--- config.mk ---
export PLATFORM = sky130hd
export DESIGN_NAME = ucode_decoder
export DESIGN_NICKNAME = d
export VERILOG_FILES = /design/src/rtl/ucode_dec_pkg.sv /design/src/rtl/op_matcher.sv /design/src/rtl/prio_encoder.sv /design/src/rtl/ucode_rom.sv /design/src/rtl/ucode_decoder.sv
export SDC_FILE = /design/constraint.sdc
export NUM_CORES = 1
export LEC_CHECK = 0
export BUFFER_PORTS_ARGS = -buffer_cell sky130_fd_sc_hd__buf_4
export CORE_MARGIN = 4
export CORE_UTILIZATION = 25
export DETAILED_ROUTE_END_ITERATION = 10
export GPL_TIMING_DRIVEN = 1
export MAX_ROUTING_LAYER = met4
export SYNTH_ARGS = -nofsm -noshare
export SYNTH_HDL_FRONTEND = slang
export SYNTH_SLANG_ARGS = --single-unit
--- constraint.sdc ---
create_clock -name vclk -period 3
set_clock_uncertainty 0.1 [all_clocks]
set_input_delay 0.6 -clock vclk [all_inputs]
set_output_delay 0.6 -clock vclk [all_outputs]
set_load 0.01 [all_outputs]
--- src/rtl/ucode_dec_pkg.sv ---
package ucode_dec_pkg;

    localparam int NUM_OPS   = 8;
    localparam int IDX_W     = $clog2(NUM_OPS);
    localparam int OPC_W     = 7;
    localparam int F3_W      = 3;
    localparam int F7_W      = 7;
    localparam int CW_W      = 8;

    localparam logic [OPC_W-1:0] OPC_REG = 7'b0110011;
    localparam logic [OPC_W-1:0] OPC_IMM = 7'b0010011;

    typedef enum logic [3:0] {
        ALU_AND = 4'b0000,
        ALU_OR  = 4'b0001,
        ALU_ADD = 4'b0010,
        ALU_SUB = 4'b0110,
        ALU_SLT = 4'b0111
    } alu_op_e;

    typedef struct packed {
        logic            reg_write;
        logic            alu_src;
        logic [1:0]      imm_sel;
        alu_op_e         alu_op;
    } ctrl_word_t;

    typedef struct packed {
        logic [OPC_W-1:0] opcode;
        logic [F3_W-1:0]  funct3;
        logic [F7_W-1:0]  funct7;
        logic             chk_f7;
    } pattern_t;

    // Encoding pattern for the operation held at table address idx
    function automatic pattern_t op_pattern(input int idx);
        pattern_t p;
        p = '{OPC_REG, 3'b000, 7'b0000000, 1'b1};
        case (idx)
            0: p = '{OPC_REG, 3'b000, 7'b0000000, 1'b1};
            1: p = '{OPC_REG, 3'b000, 7'b0100000, 1'b1};
            2: p = '{OPC_REG, 3'b111, 7'b0000000, 1'b1};
            3: p = '{OPC_REG, 3'b110, 7'b0000000, 1'b1};
            4: p = '{OPC_REG, 3'b010, 7'b0000000, 1'b1};
            5: p = '{OPC_IMM, 3'b000, 7'b0000000, 1'b0};
            6: p = '{OPC_IMM, 3'b010, 7'b0000000, 1'b0};
            7: p = '{OPC_IMM, 3'b111, 7'b0000000, 1'b0};
            default: p = '{OPC_REG, 3'b000, 7'b0000000, 1'b1};
        endcase
        return p;
    endfunction

    // Microcode word stored at table address idx
    function automatic ctrl_word_t ucode_entry(input logic [IDX_W-1:0] idx);
        ctrl_word_t w;
        case (idx)
            3'd0: w = '{1'b1, 1'b0, 2'b00, ALU_ADD};
            3'd1: w = '{1'b1, 1'b0, 2'b00, ALU_SUB};
            3'd2: w = '{1'b1, 1'b0, 2'b00, ALU_AND};
            3'd3: w = '{1'b1, 1'b0, 2'b00, ALU_OR};
            3'd4: w = '{1'b1, 1'b0, 2'b00, ALU_SLT};
            3'd5: w = '{1'b1, 1'b1, 2'b00, ALU_ADD};
            3'd6: w = '{1'b1, 1'b1, 2'b00, ALU_SLT};
            default: w = '{1'b1, 1'b1, 2'b00, ALU_AND};
        endcase
        return w;
    endfunction

endpackage

--- src/rtl/op_matcher.sv ---
module op_matcher
    import ucode_dec_pkg::*;
(
    input  logic [OPC_W-1:0]   opcode_i,
    input  logic [F3_W-1:0]    funct3_i,
    input  logic [F7_W-1:0]    funct7_i,
    output logic [NUM_OPS-1:0] match_o
);

    for (genvar g = 0; g < NUM_OPS; g++) begin : g_cmp
        localparam pattern_t PAT = op_pattern(g);
        assign match_o[g] = (opcode_i == PAT.opcode) &&
                            (funct3_i == PAT.funct3) &&
                            (!PAT.chk_f7 || (funct7_i == PAT.funct7));
    end

    always_comb begin

        match_onehot_chk: assert ($onehot0(match_o));

        match_opcode_chk: assert (match_o == '0 || opcode_i == OPC_REG || opcode_i == OPC_IMM);
    end

endmodule

--- src/rtl/prio_encoder.sv ---
module prio_encoder #(
    parameter int N     = 8,
    parameter int OUT_W = $clog2(N)
) (
    input  logic [N-1:0]     req_i,
    output logic [OUT_W-1:0] idx_o,
    output logic             any_o
);

    always_comb begin
        idx_o = '0;
        for (int i = 0; i < N; i++) begin
            if (req_i[i]) idx_o = OUT_W'(i);
        end
    end

    assign any_o = |req_i;

    always_comb begin

        prio_points_active_chk: assert (!any_o || req_i[idx_o]);

        prio_none_above_chk: assert (((req_i >> idx_o) >> 1) == '0);
    end

endmodule

--- src/rtl/ucode_rom.sv ---
module ucode_rom
    import ucode_dec_pkg::*;
(
    input  logic [IDX_W-1:0] addr_i,
    output ctrl_word_t       word_o
);

    assign word_o = ucode_entry(addr_i);

endmodule

--- src/rtl/ucode_decoder.sv ---
module ucode_decoder
    import ucode_dec_pkg::*;
(
    input  logic [6:0] opcode_i,
    input  logic [2:0] funct3_i,
    input  logic [6:0] funct7_i,
    output logic [7:0] match_o,
    output logic       valid_o,
    output logic [2:0] hit_idx_o,
    output logic [7:0] ctrl_word_o,
    output logic       reg_write_o,
    output logic       alu_src_o,
    output logic [1:0] imm_sel_o,
    output logic [3:0] alu_op_o
);

    logic [NUM_OPS-1:0] match;
    logic [IDX_W-1:0]   idx;
    logic               any;
    ctrl_word_t         rom_word;
    ctrl_word_t         word;

    op_matcher u_match (
        .opcode_i (opcode_i),
        .funct3_i (funct3_i),
        .funct7_i (funct7_i),
        .match_o  (match)
    );

    prio_encoder #(.N(NUM_OPS)) u_prio (
        .req_i (match),
        .idx_o (idx),
        .any_o (any)
    );

    ucode_rom u_rom (
        .addr_i (idx),
        .word_o (rom_word)
    );

    always_comb begin
        word           = rom_word;
        word.reg_write = rom_word.reg_write & any;
    end

    assign match_o     = match;
    assign valid_o     = any;
    assign hit_idx_o   = idx;
    assign ctrl_word_o = word;
    assign reg_write_o = word.reg_write;
    assign alu_src_o   = word.alu_src;
    assign imm_sel_o   = word.imm_sel;
    assign alu_op_o    = word.alu_op;

    always_comb begin

        no_write_unknown_chk: assert (valid_o || !reg_write_o);

        idle_index_chk: assert (valid_o || hit_idx_o == '0);

        valid_match_chk: assert (valid_o == (match_o != '0));
    end

endmodule

==> insert_results.sql, run 1 <==
INSERT INTO impl_metrics (metric_group, metric, value, unit) VALUES
('run_status', 'outcome', 'completed', ''),
('placed_design', 'routabilityCongestion', '0.766', ''),
('floorplan', 'fp.coreArea', '1510', 'sq um'),
('hold_path', 'hp-class', 'input port to primary output', ''),
('yosys', 'post_synth_num_cell_types', '28', ''),
('hold_path', 'worstHoldEndpoint', 'ctrl_word_o[2]', ''),
('job', 'max-cap-violations', '0', ''),
('setup_path', 'critPathLaunchType', 'input port', ''),
('setup_path', 'cp-end-kind', 'primary output', ''),
('yosys', 'synthesis.area_per_instance', '6.28', 'sq um'),
('floorplan', 'fp.dieW', '47.8', 'microns'),
('timing', 'drv_slew', '0', ''),
('clocking', 'hold_buffers', '0', ''),
('global_route', 'grt.overflow.total', '0', ''),
('detailed_routing', 'first_pass_iters', '4', ''),
('layout', 'sequential_cell_total', '0', ''),
('detailed_routing', 'drt_drc_violations_left', '0', ''),
('timing', 'post-route-min-period', '2.93', 'ns'),
('power_and_ir_drop', 'reported_leakage_power', '0.334', 'nW'),
('timing', 'final_period_utilization', '97.6', '%'),
('layout', 'num-clock-buffers', '0', ''),
('detailed_routing', 'vias', '545', ''),
('placed_design', 'dp_hpwl', '1140', 'microns'),
('yosys', 'synth-seq-area-share', '0', '%'),
('timing', 'rsz0062_at_grt', 'no', ''),
('detailed_routing', 'vias_per_cell', '4.78', ''),
('global_route', 'grt_max_degree', '10', ''),
('placed_design', 'io_buffers', '39', ''),
('hold_path', 'min_delay_path_depth', '3', ''),
('detailed_routing', 'drt_first_iter_violations', '6', ''),
('power_and_ir_drop', 'power_density', '64.3', 'nW/um^2'),
('global_route', 'first_global_vias', '443', ''),
('global_route', 'grt_util_all_layers', '10.8', '%'),
('yosys', 'post_synth_inst_count', '63', ''),
('detailed_routing', 'routedWlPerCell', '11.4', 'microns'),
('setup_path', 'cp.required', '2.30', 'ns'),
('timing', 'setup_viol_count_final', '0', ''),
('layout', 'regArea', '0', 'sq um'),
('floorplan', 'fp.dieArea', '2280', 'sq um'),
('timing', 'timing.fmax', '0.342', 'GHz'),
('floorplan', 'start_util', '26.2', '%'),
('global_route', 'grt_pass1_wl', '1810', 'microns'),
('layout', 'layout-drive-gt1-share', '53.1', '%'),
('hold_path', 'hold_path.startpoint', 'funct3_i[1]', ''),
('power_and_ir_drop', 'irDropWorstVdd', '0.0000434', 'V'),
('layout', 'diodes', '0', ''),
('detailed_routing', 'totalWireLength', '1300', 'microns'),
('global_route', 'number_of_antenna_violations_at_the_first_check_in_global_routing', '0', ''),
('setup_path', 'worst-endpoint-arrival', '2.23', 'ns'),
('yosys', 'yosys_warnings', '0', ''),
('layout', 'area_growth_syn_to_layout', '73.4', '%'),
('timing', 'finalHoldViolCount', '0', ''),
('detailed_routing', 'detail-route-antenna-nets', '0', ''),
('timing', 'worst_hold_margin', '1.47', 'ns'),
('layout', 'post_layout_net_count', '117', ''),
('power_and_ir_drop', 'design_power_total', '44.1', 'uW'),
('setup_path', 'criticalPathCategory', 'input port to primary output', ''),
('yosys', 'syn_area', '395', 'sq um'),
('floorplan', 'chipHeight', '47.8', 'microns'),
('floorplan', 'design.portCount', '45', ''),
('setup_path', 'critical_path.max_fanout', '5', ''),
('floorplan', 'row_count', '14', '');
## metal layers
layer	wire length, microns	GRT usage [%]	up-vias
li1	-	-	278
met3	148	0	0
met1	552	14.7	239
met2	600	19.0	28
met5	0	-	-
met4	0	0	0
## cell type report
cell class | instances | area, sq um
Fill cell | 169 | 821
Timing Repair Buffer | 44 | 330
Multi-Input combinational cell | 52 | 328
Tap cell | 16 | 20.0
Inverter | 2 | 7.51
## placed cells by master, fill, tap and decap left out
cell      netlist  final
nand3_1         1      1
a21oi_1         3      3
nor2_1         10     10
nand2_1         7      7
or3b_2          1      1
o211ai_1        1      1
or3_1           2      2
and2_1          1      1
a21o_1          1      1
or4bb_1         1      1
nand2b_1        1      1
o21ai_0         2      2
nor4_4          0      1
nor4_1          2      1
or2_2           2      2
buf_4          12     44
a311oi_4        0      1
o21ai_2         1      1
or4_4           2      2
or4_1           1      1
o221ai_1        1      1
nor2b_1         1      1
nand4b_1        2      2
nor4b_1         1      1
nor3_1          1      1
conb_1          1      6
inv_1           2      2
## how the worst max path moves through the flow
| stage | start | endpoint | slack, ns |
|---|---|---|---|
| floorplan | funct7_i[3] | ctrl_word_o[2] | 0.001 |
| global placement | funct7_i[3] | alu_op_o[2] | 0.006 |
| global route | funct7_i[3] | ctrl_word_o[7] | 0.02 |
| detailed placement | funct7_i[3] | alu_op_o[2] | -0.01 |
| CTS | funct7_i[1] | alu_op_o[2] | 0.07 |
| finish | funct7_i[1] | alu_op_o[2] | 0.07 |
## critical path, stage by stage
cell and delay (ns):
buf_4 0.11, or3b_2 0.48, or4_4 0.55, a311oi_4 0.33
buf_4 0.17
## synthesized netlist by cell type (2+ instances only)
cell type   n  share of area, %
inv_1       2               1.9
o21ai_0     2               2.5
or2_2       2               3.2
buf_4      12                23
nor2_1     10               9.5
nor4_1      2               3.2
nand2_1     7               6.6
nand4b_1    2               4.4
or4_4       2               5.7
or3_1       2               3.2
a21oi_1     3               3.8
## cells by family (layout without fill, tap and decap cells)
group | Yosys count | count (layout) | synth area share (%)
and+or+nand+nor | 36 | 36 | 52.2
other | 1 | 6 | 0.948
AOI/OAI and AO/OA | 10 | 10 | 18.4
buffers and inverters | 16 | 46 | 28.5
## where the power goes
group	leakage, nW	total [mW]	switching, mW	internal [mW]
clock	0	0	0	0
sequential	0	0	0	0
combinational	0.334	0.0441	0.0216	0.0225
total	0.334	0.0441	0.0216	0.0225
## through the flow
stage | instance area [sq um] | setup TNS, ns | worst slack (ns) | instances | util, %
floorplan | 425 | 0 | 0.00150 | 68 | -
global placement | 671 | 0 | 0.00617 | 114 | 44.5
detailed placement | 671 | -0.0231 | -0.0127 | 114 | 44.5
CTS | 671 | 0 | 0.0659 | 114 | 44.5
global route | 686 | 0 | 0.0226 | 114 | 45.5
finish | 686 | 0 | 0.0722 | 114 | 45.5
## timing repair
item                       in CTS  in global routing
setup endpoints to repair       2                  3
cloned                          0                  0
resized for setup               0                  2
pin swaps                       1                  1
buffers inserted                0                  0
No activity file was read; power rests on OpenSTA's default activity.
==> run 2: changes to the inputs <==
--- a/config.mk
+++ b/config.mk
@@ -13,4 +13,6 @@
 export MAX_ROUTING_LAYER = met4
 export SYNTH_ARGS = -nofsm -noshare
 export SYNTH_HDL_FRONTEND = slang
+export SYNTH_HIERARCHICAL = 1
 export SYNTH_SLANG_ARGS = --single-unit
+export TNS_END_PERCENT = 1
==> insert_results.sql, run 2 <==
INSERT INTO impl_metrics (metric_group, metric, value, unit) VALUES
('setup_path', 'critPathLaunchType', 'input port', ''),
('floorplan', 'fp.dieW', '46.2', 'microns'),
('power_and_ir_drop', 'irDropWorstVdd', '0.0000494', 'V'),
('yosys', 'syn_area', '365', 'sq um'),
('run_status', 'outcome', 'complete, but fails checks', ''),
('yosys', 'synth.most_common_cell', 'buf_4', ''),
('floorplan', 'chipHeight', '46.2', 'microns'),
('layout', 'post_layout_net_count', '118', ''),
('layout', 'num-clock-buffers', '0', ''),
('layout', 'layout-drive-gt1-share', '72.7', '%'),
('layout', 'fin_area', '778', 'sq um'),
('yosys', 'synthTopCellsByArea', 'buf_4 (25%), nor2_1 (9.2%), nor4_2 (6.8%)', ''),
('detailed_routing', 'topRoutingLayerUsed', 'met3', ''),
('timing', 'finalHoldViolCount', '0', ''),
('timing', 'worst_hold_margin', '1.43', 'ns'),
('layout', 'diodes', '0', ''),
('detailed_routing', 'drt_drc_violations_left', '0', ''),
('yosys', 'synth-seq-area-share', '0', '%'),
('hold_path', 'hold_path.startpoint', 'opcode_i[5]', ''),
('yosys', 'synth.top_cells.by_count', 'buf_4 (12), nor2_1 (9), nand2_1 (5)', ''),
('hold_path', 'hp-class', 'input port to primary output', ''),
('floorplan', 'design.portCount', '45', ''),
('yosys', 'yosys_warnings', '6', ''),
('global_route', 'first_global_vias', '442', ''),
('global_route', 'grt_max_degree', '6', ''),
('yosys', 'synthesis.area_per_instance', '6.52', 'sq um'),
('yosys', 'post_synth_inst_count', '56', ''),
('layout', 'sequential_cell_total', '0', ''),
('placed_design', 'dp.cells', '111', ''),
('setup_path', 'critical_path.max_fanout', '3', ''),
('global_route', 'grt_pass1_wl', '1730', 'microns'),
('detailed_routing', 'detail-route-antenna-nets', '0', ''),
('placed_design', 'routabilityCongestion', '0.899', ''),
('floorplan', 'row_count', '13', ''),
('detailed_routing', 'first_pass_iters', '4', ''),
('timing', 'rsz0062_at_grt', 'yes', ''),
('detailed_routing', 'met2_wirelength', '653', 'microns'),
('setup_path', 'criticalPathCategory', 'input port to primary output', ''),
('timing', 'drv_slew', '0', ''),
('setup_path', 'cp-end-kind', 'primary output', ''),
('layout', 'most-common-layout-cells', 'buf_4 (49), nor2_1 (7), buf_6 (4), nand2_1 (4), conb_1 (4)', ''),
('global_route', 'grt_util_all_layers', '10.5', '%'),
('detailed_routing', 'routedWlPerCell', '11.5', 'microns'),
('setup_path', 'worst-endpoint-arrival', '2.37', 'ns'),
('timing', 'timing.fmax', '0.326', 'GHz'),
('layout', 'fin_util', '58.3', '%'),
('timing', 'post-route-min-period', '3.07', 'ns'),
('hold_path', 'worstHoldEndpoint', 'match_o[6]', ''),
('layout', 'final_common_cell', 'buf_4', ''),
('placed_design', 'io_buffers', '39', ''),
('clocking', 'hold_buffers', '0', ''),
('setup_path', 'cp.required', '2.30', 'ns'),
('placed_design', 'placement.cell_area', '696', 'sq um'),
('layout', 'area_growth_syn_to_layout', '113', '%'),
('placed_design', 'dp_hpwl', '1080', 'microns'),
('timing', 'final_critical_path_setup_slack', '-0.0712', 'ns'),
('detailed_routing', 'wirelength_met1', '539', 'microns'),
('timing', 'final_period_utilization', '102', '%'),
('timing', 'setup_viol_count_final', '6', ''),
('layout', 'fin_cells', '114', ''),
('yosys', 'synth_largest_area_cell', 'buf_4', ''),
('hold_path', 'min_delay_path_depth', '3', ''),
('global_route', 'grt.overflow.total', '0', ''),
('global_route', 'number_of_antenna_violations_at_the_first_check_in_global_routing', '0', ''),
('yosys', 'synth.top_cell.area_share', '24.7', '%'),
('detailed_routing', 'detailroute.wirelength.met3', '114', 'microns'),
('detailed_routing', 'vias', '527', ''),
('detailed_routing', 'totalWireLength', '1310', 'microns'),
('floorplan', 'start_util', '27.4', '%'),
('run_status', 'failed_checks', 'setup timing', ''),
('floorplan', 'fp.dieArea', '2140', 'sq um'),
('power_and_ir_drop', 'power_density', '48.4', 'nW/um^2'),
('layout', 'multi_input_comb_area', '332', 'sq um'),
('detailed_routing', 'vias_per_cell', '4.62', ''),
('layout', 'regArea', '0', 'sq um'),
('job', 'max-cap-violations', '0', ''),
('floorplan', 'fp.coreArea', '1330', 'sq um'),
('layout', 'fillers', '131', ''),
('detailed_routing', 'drt_first_iter_violations', '6', ''),
('yosys', 'post_synth_num_cell_types', '24', ''),
('power_and_ir_drop', 'reported_leakage_power', '0.382', 'nW');
## run 2: changes by cell type in the layout (fill, tap and decap cells not counted), sizes merged, moves of 2 or more
| cell | before | now |
|---|---|---|
| buf | 44 | 53 |
| conb | 6 | 4 |
| inv | 2 | 4 |
| nand2 | 7 | 5 |
| nand3 | 1 | 3 |
| nor3 | 1 | 4 |
| o31ai | 0 | 2 |
| or2 | 2 | 0 |
| or4 | 3 | 0 |
## run 2: area by class of cell
type / count / share of cell area (%)
repair buffers: 53 / 53.1
multi-input cells: 42 / 42.6
well taps: 15 / 2.41
inverters: 4 / 1.93
## run 2: worst max-delay path by stage
stage	startpoint	endpoint	slack, ns	depth (start not counted)
2_1_floorplan	opcode_i[6]	ctrl_word_o[2]	-0.12	8
3_3_place_gp	opcode_i[6]	alu_src_o	-0.03	10
3_5_place_dp	opcode_i[6]	alu_src_o	-0.04	10
4_1_cts	opcode_i[6]	alu_op_o[0]	-0.03	9
5_1_grt	opcode_i[6]	ctrl_word_o[6]	-0.18	10
6_report	opcode_i[6]	alu_src_o	-0.07	10
## run 2: kinds of logic after synthesis
group           share of synthesized area (%)
buf+inv                                  28.8
other cells                              2.06
simple gates                             55.1
compound gates                           14.0
## run 2: critical path, stage by stage
cell	delay, ns
buf_6	0.09
nor4b_4	0.30
nand4b_1	0.22
buf_4	0.20
nor2_2	0.13
nor2_1	0.09
o31ai_2	0.29
buf_4	0.17
o21a_1	0.14
buf_4	0.12
## run 2: through the flow
step,total power [mW],setup slack (ns),setup TNS (ns)
2_1_floorplan,0.0178,-0.120,-0.299
5_1_grt,0.0407,-0.184,-1.26
4_1_cts,0.0346,-0.0340,-0.0664
3_3_place_gp,0.0341,-0.0303,-0.0619
6_report,0.0377,-0.0712,-0.305
3_5_place_dp,0.0344,-0.0356,-0.148
## run 2: repair_timing
| item | 4_1_cts | 5_1_grt |
|---|---|---|
| resized for setup | 1 | 13 |
| setup endpoints to repair | 6 | 11 |
| setup buffers | 1 | 2 |
| pin swaps | 2 | 6 |
## run 2: report_power, final
part | leakage (nW) | switching (mW) | internal (mW)
Combinational | 0.382 | 0.0175 | 0.0201
Sequential | 0 | 0 | 0
Clock | 0 | 0 | 0
Total | 0.382 | 0.0175 | 0.0201
## run 2: metal layers
metal  up-vias  GRT usage, %
met5         -             -
li1        265             -
met3         0             0
met4         0             0
met1       236          14.8
met2        26          17.9
==> run 3: changes to the inputs <==
--- a/config.mk
+++ b/config.mk
@@ -5,14 +5,16 @@
 export SDC_FILE = /design/constraint.sdc
 export NUM_CORES = 1
 export LEC_CHECK = 0
+export ABC_AREA = 1
 export BUFFER_PORTS_ARGS = -buffer_cell sky130_fd_sc_hd__buf_4
+export CORE_ASPECT_RATIO = 1.4
 export CORE_MARGIN = 4
 export CORE_UTILIZATION = 25
 export DETAILED_ROUTE_END_ITERATION = 10
 export GPL_TIMING_DRIVEN = 1
 export MAX_ROUTING_LAYER = met4
+export REMOVE_ABC_BUFFERS = 1
 export SYNTH_ARGS = -nofsm -noshare
 export SYNTH_HDL_FRONTEND = slang
-export SYNTH_HIERARCHICAL = 1
 export SYNTH_SLANG_ARGS = --single-unit
 export TNS_END_PERCENT = 1
==> insert_results.sql, run 3 <==
INSERT INTO impl_metrics (metric_group, metric, value, unit) VALUES
('timing', 'post-route-min-period', '2.26', 'ns'),
('placed_design', 'routabilityCongestion', '0.802', ''),
('timing', 'drv_slew', '0', ''),
('global_route', 'grt_max_degree', '8', ''),
('power_and_ir_drop', 'power_density', '60.1', 'nW/um^2'),
('clocking', 'postCtsSetupRepairBufs', '0', ''),
('yosys', 'yosys-mux-area-fraction', '0', '%'),
('yosys', 'synth.top_cells.by_count', 'buf_4 (12), nand2_1 (12), nand2_2 (7)', ''),
('global_route', 'grt.overflow.total', '0', ''),
('job', 'max-cap-violations', '0', ''),
('detailed_routing', 'drt_drc_violations_left', '0', ''),
('setup_path', 'critPathLaunchType', 'input port', ''),
('yosys', 'synthTopCellsByArea', 'buf_4 (18%), nand3_2 (10%), nand2_1 (9.2%)', ''),
('layout', 'regArea', '0', 'sq um'),
('yosys', 'synth-seq-area-share', '0', '%'),
('yosys', 'yosys_warnings', '0', ''),
('floorplan', 'fp.dieArea', '2740', 'sq um'),
('detailed_routing', 'totalWireLength', '1110', 'microns'),
('yosys', 'synth.top_cell.area_share', '18.4', '%'),
('yosys', 'yosys.area_share.simple', '70.6', '%'),
('global_route', 'number_of_antenna_violations_at_the_first_check_in_global_routing', '0', ''),
('timing', 'rsz0062_at_grt', 'no', ''),
('yosys', 'syn_area', '489', 'sq um'),
('setup_path', 'criticalPathCategory', 'input port to primary output', ''),
('yosys', 'adder_cell_share_of_the_synthesized_area', '0', '%'),
('layout', 'num-clock-buffers', '0', ''),
('placed_design', 'dp_hpwl', '1090', 'microns'),
('yosys', 'compound_cell_area_share_of_the_yosys_netlist', '1.79', '%'),
('floorplan', 'fp.coreArea', '1800', 'sq um'),
('detailed_routing', 'first_pass_iters', '1', ''),
('power_and_ir_drop', 'irDropWorstVdd', '0.0000351', 'V'),
('setup_path', 'worst-endpoint-arrival', '1.56', 'ns'),
('timing', 'timing.fmax', '0.442', 'GHz'),
('layout', 'diodes', '0', ''),
('global_route', 'first_global_vias', '440', ''),
('yosys', 'largest_family_of_logic_cells_by_synthesized_area', 'simple AND/OR/NAND/NOR gates', ''),
('yosys', 'post_synth_inst_count', '74', ''),
('setup_path', 'critPathLaunch', 'funct7_i[1]', ''),
('timing', 'finalHoldViolCount', '0', ''),
('placed_design', 'placement.cell_area', '736', 'sq um'),
('detailed_routing', 'routedWlPerCell', '8.79', 'microns'),
('floorplan', 'chipHeight', '60.3', 'microns'),
('power_and_ir_drop', 'reported_leakage_power', '0.505', 'nW'),
('setup_path', 'cp.required', '2.30', 'ns'),
('yosys', 'synth_xor_xnor_area_share', '0', '%'),
('clocking', 'ctsResizeCount', '0', ''),
('hold_path', 'hold_path.startpoint', 'funct7_i[5]', ''),
('floorplan', 'start_util', '27.2', '%'),
('setup_path', 'cp-end-kind', 'primary output', ''),
('hold_path', 'min_delay_path_depth', '3', ''),
('layout', 'final_common_cell', 'buf_4', ''),
('detailed_routing', 'detail-route-antenna-nets', '0', ''),
('timing', 'final_period_utilization', '75.4', '%'),
('floorplan', 'design.portCount', '45', ''),
('layout', 'fin_area', '736', 'sq um'),
('clocking', 'hold_buffers', '0', ''),
('layout', 'area_growth_syn_to_layout', '50.4', '%'),
('layout', 'layout-drive-gt1-share', '67.0', '%'),
('yosys', 'synthesis.area_per_instance', '6.61', 'sq um'),
('setup_path', 'critical_path.max_fanout', '4', ''),
('timing', 'setup_tns', '0', 'ns'),
('global_route', 'grt_pass1_wl', '1770', 'microns'),
('global_route', 'grt_util_all_layers', '7.98', '%'),
('floorplan', 'row_count', '18', ''),
('power_and_ir_drop', 'design_power_total', '44.2', 'uW'),
('hold_path', 'worstHoldEndpoint', 'match_o[0]', ''),
('layout', 'sequential_cell_total', '0', ''),
('timing', 'setup_viol_count_final', '0', ''),
('placed_design', 'io_buffers', '39', ''),
('detailed_routing', 'vias', '512', ''),
('yosys', 'post_synth_num_cell_types', '20', ''),
('floorplan', 'fp.dieW', '45.4', 'microns'),
('yosys', 'synth_largest_area_cell', 'buf_4', ''),
('run_status', 'outcome', 'completed', ''),
('detailed_routing', 'drt_first_iter_violations', '0', ''),
('detailed_routing', 'vias_per_cell', '4.06', ''),
('hold_path', 'hp-class', 'input port to primary output', ''),
('layout', 'most-common-layout-cells', 'buf_4 (39), nand2_1 (12), nand2_2 (7)', ''),
('layout', 'post_layout_net_count', '125', '');
run 3: cell types whose count changed after synthesis, sizes merged, moves of 2 or more:
cell,change
nand3,+5
o31ai,-2
nor4b,-2
a21oi,-2
nand2,+15
nand2b,-2
inv,+7
nor4,-2
nor2,+4
run 3: cell families (layout without fill, tap and decap cells):
| group | count (synthesis) | count (layout) |
|---|---|---|
| and+or+nand+nor | 49 | 49 |
| buffers and inverters | 23 | 50 |
| other | 1 | 6 |
| AOI/OAI and AO/OA | 1 | 1 |
run 3: where the power goes:
group / internal, mW / switching (mW)
Clock: 0 / 0
Combinational: 0.0210 / 0.0232
Sequential: 0 / 0
Total: 0.0210 / 0.0232
run 3: worst max-delay path, cell delays in order:
cell and delay (ns):
buf_4 0.11, nor2_2 0.13, nand2_2 0.12, nor2_1 0.13, nand3_2 0.13, nand2_1 0.09
nor2_1 0.04, nand2_1 0.09, buf_4 0.13
run 3: cell type report:
class / instances / area [sq um]
Fill cell: 213 / 1070
Inverter: 11 / 41.3
Multi-Input combinational cell: 56 / 377
Tap cell: 20 / 25.0
Timing Repair Buffer: 39 / 293
run 3: how the worst max path moves through the flow:
stage / end / cells past startpoint
3_5_place_dp: reg_write_o / 9
4_1_cts: reg_write_o / 9
2_1_floorplan: ctrl_word_o[7] / 7
6_report: reg_write_o / 9
5_1_grt: reg_write_o / 9
3_3_place_gp: ctrl_word_o[7] / 9
run 3: through the flow:
| step | std cells | worst slack (ns) | hold WS [ns] | utilization (%) |
|---|---|---|---|---|
| after CTS | 126 | 0.700 | 1.38 | 40.8 |
| final | 126 | 0.738 | 1.37 | 40.8 |
| after global routing | 126 | 0.596 | 1.40 | 40.8 |
| after floorplan | 67 | 0.902 | 1.15 | - |
| after global placement | 126 | 0.728 | 1.37 | 40.8 |
| after detailed placement | 126 | 0.703 | 1.38 | 40.8 |
run 3: per-layer routing:
metal / GRT usage [%] / share of wire [%]
met1: 10.4 / 35
met2: 14.4 / 55
met3: 0 / 10
met4: 0 / 0
met5: - / 0
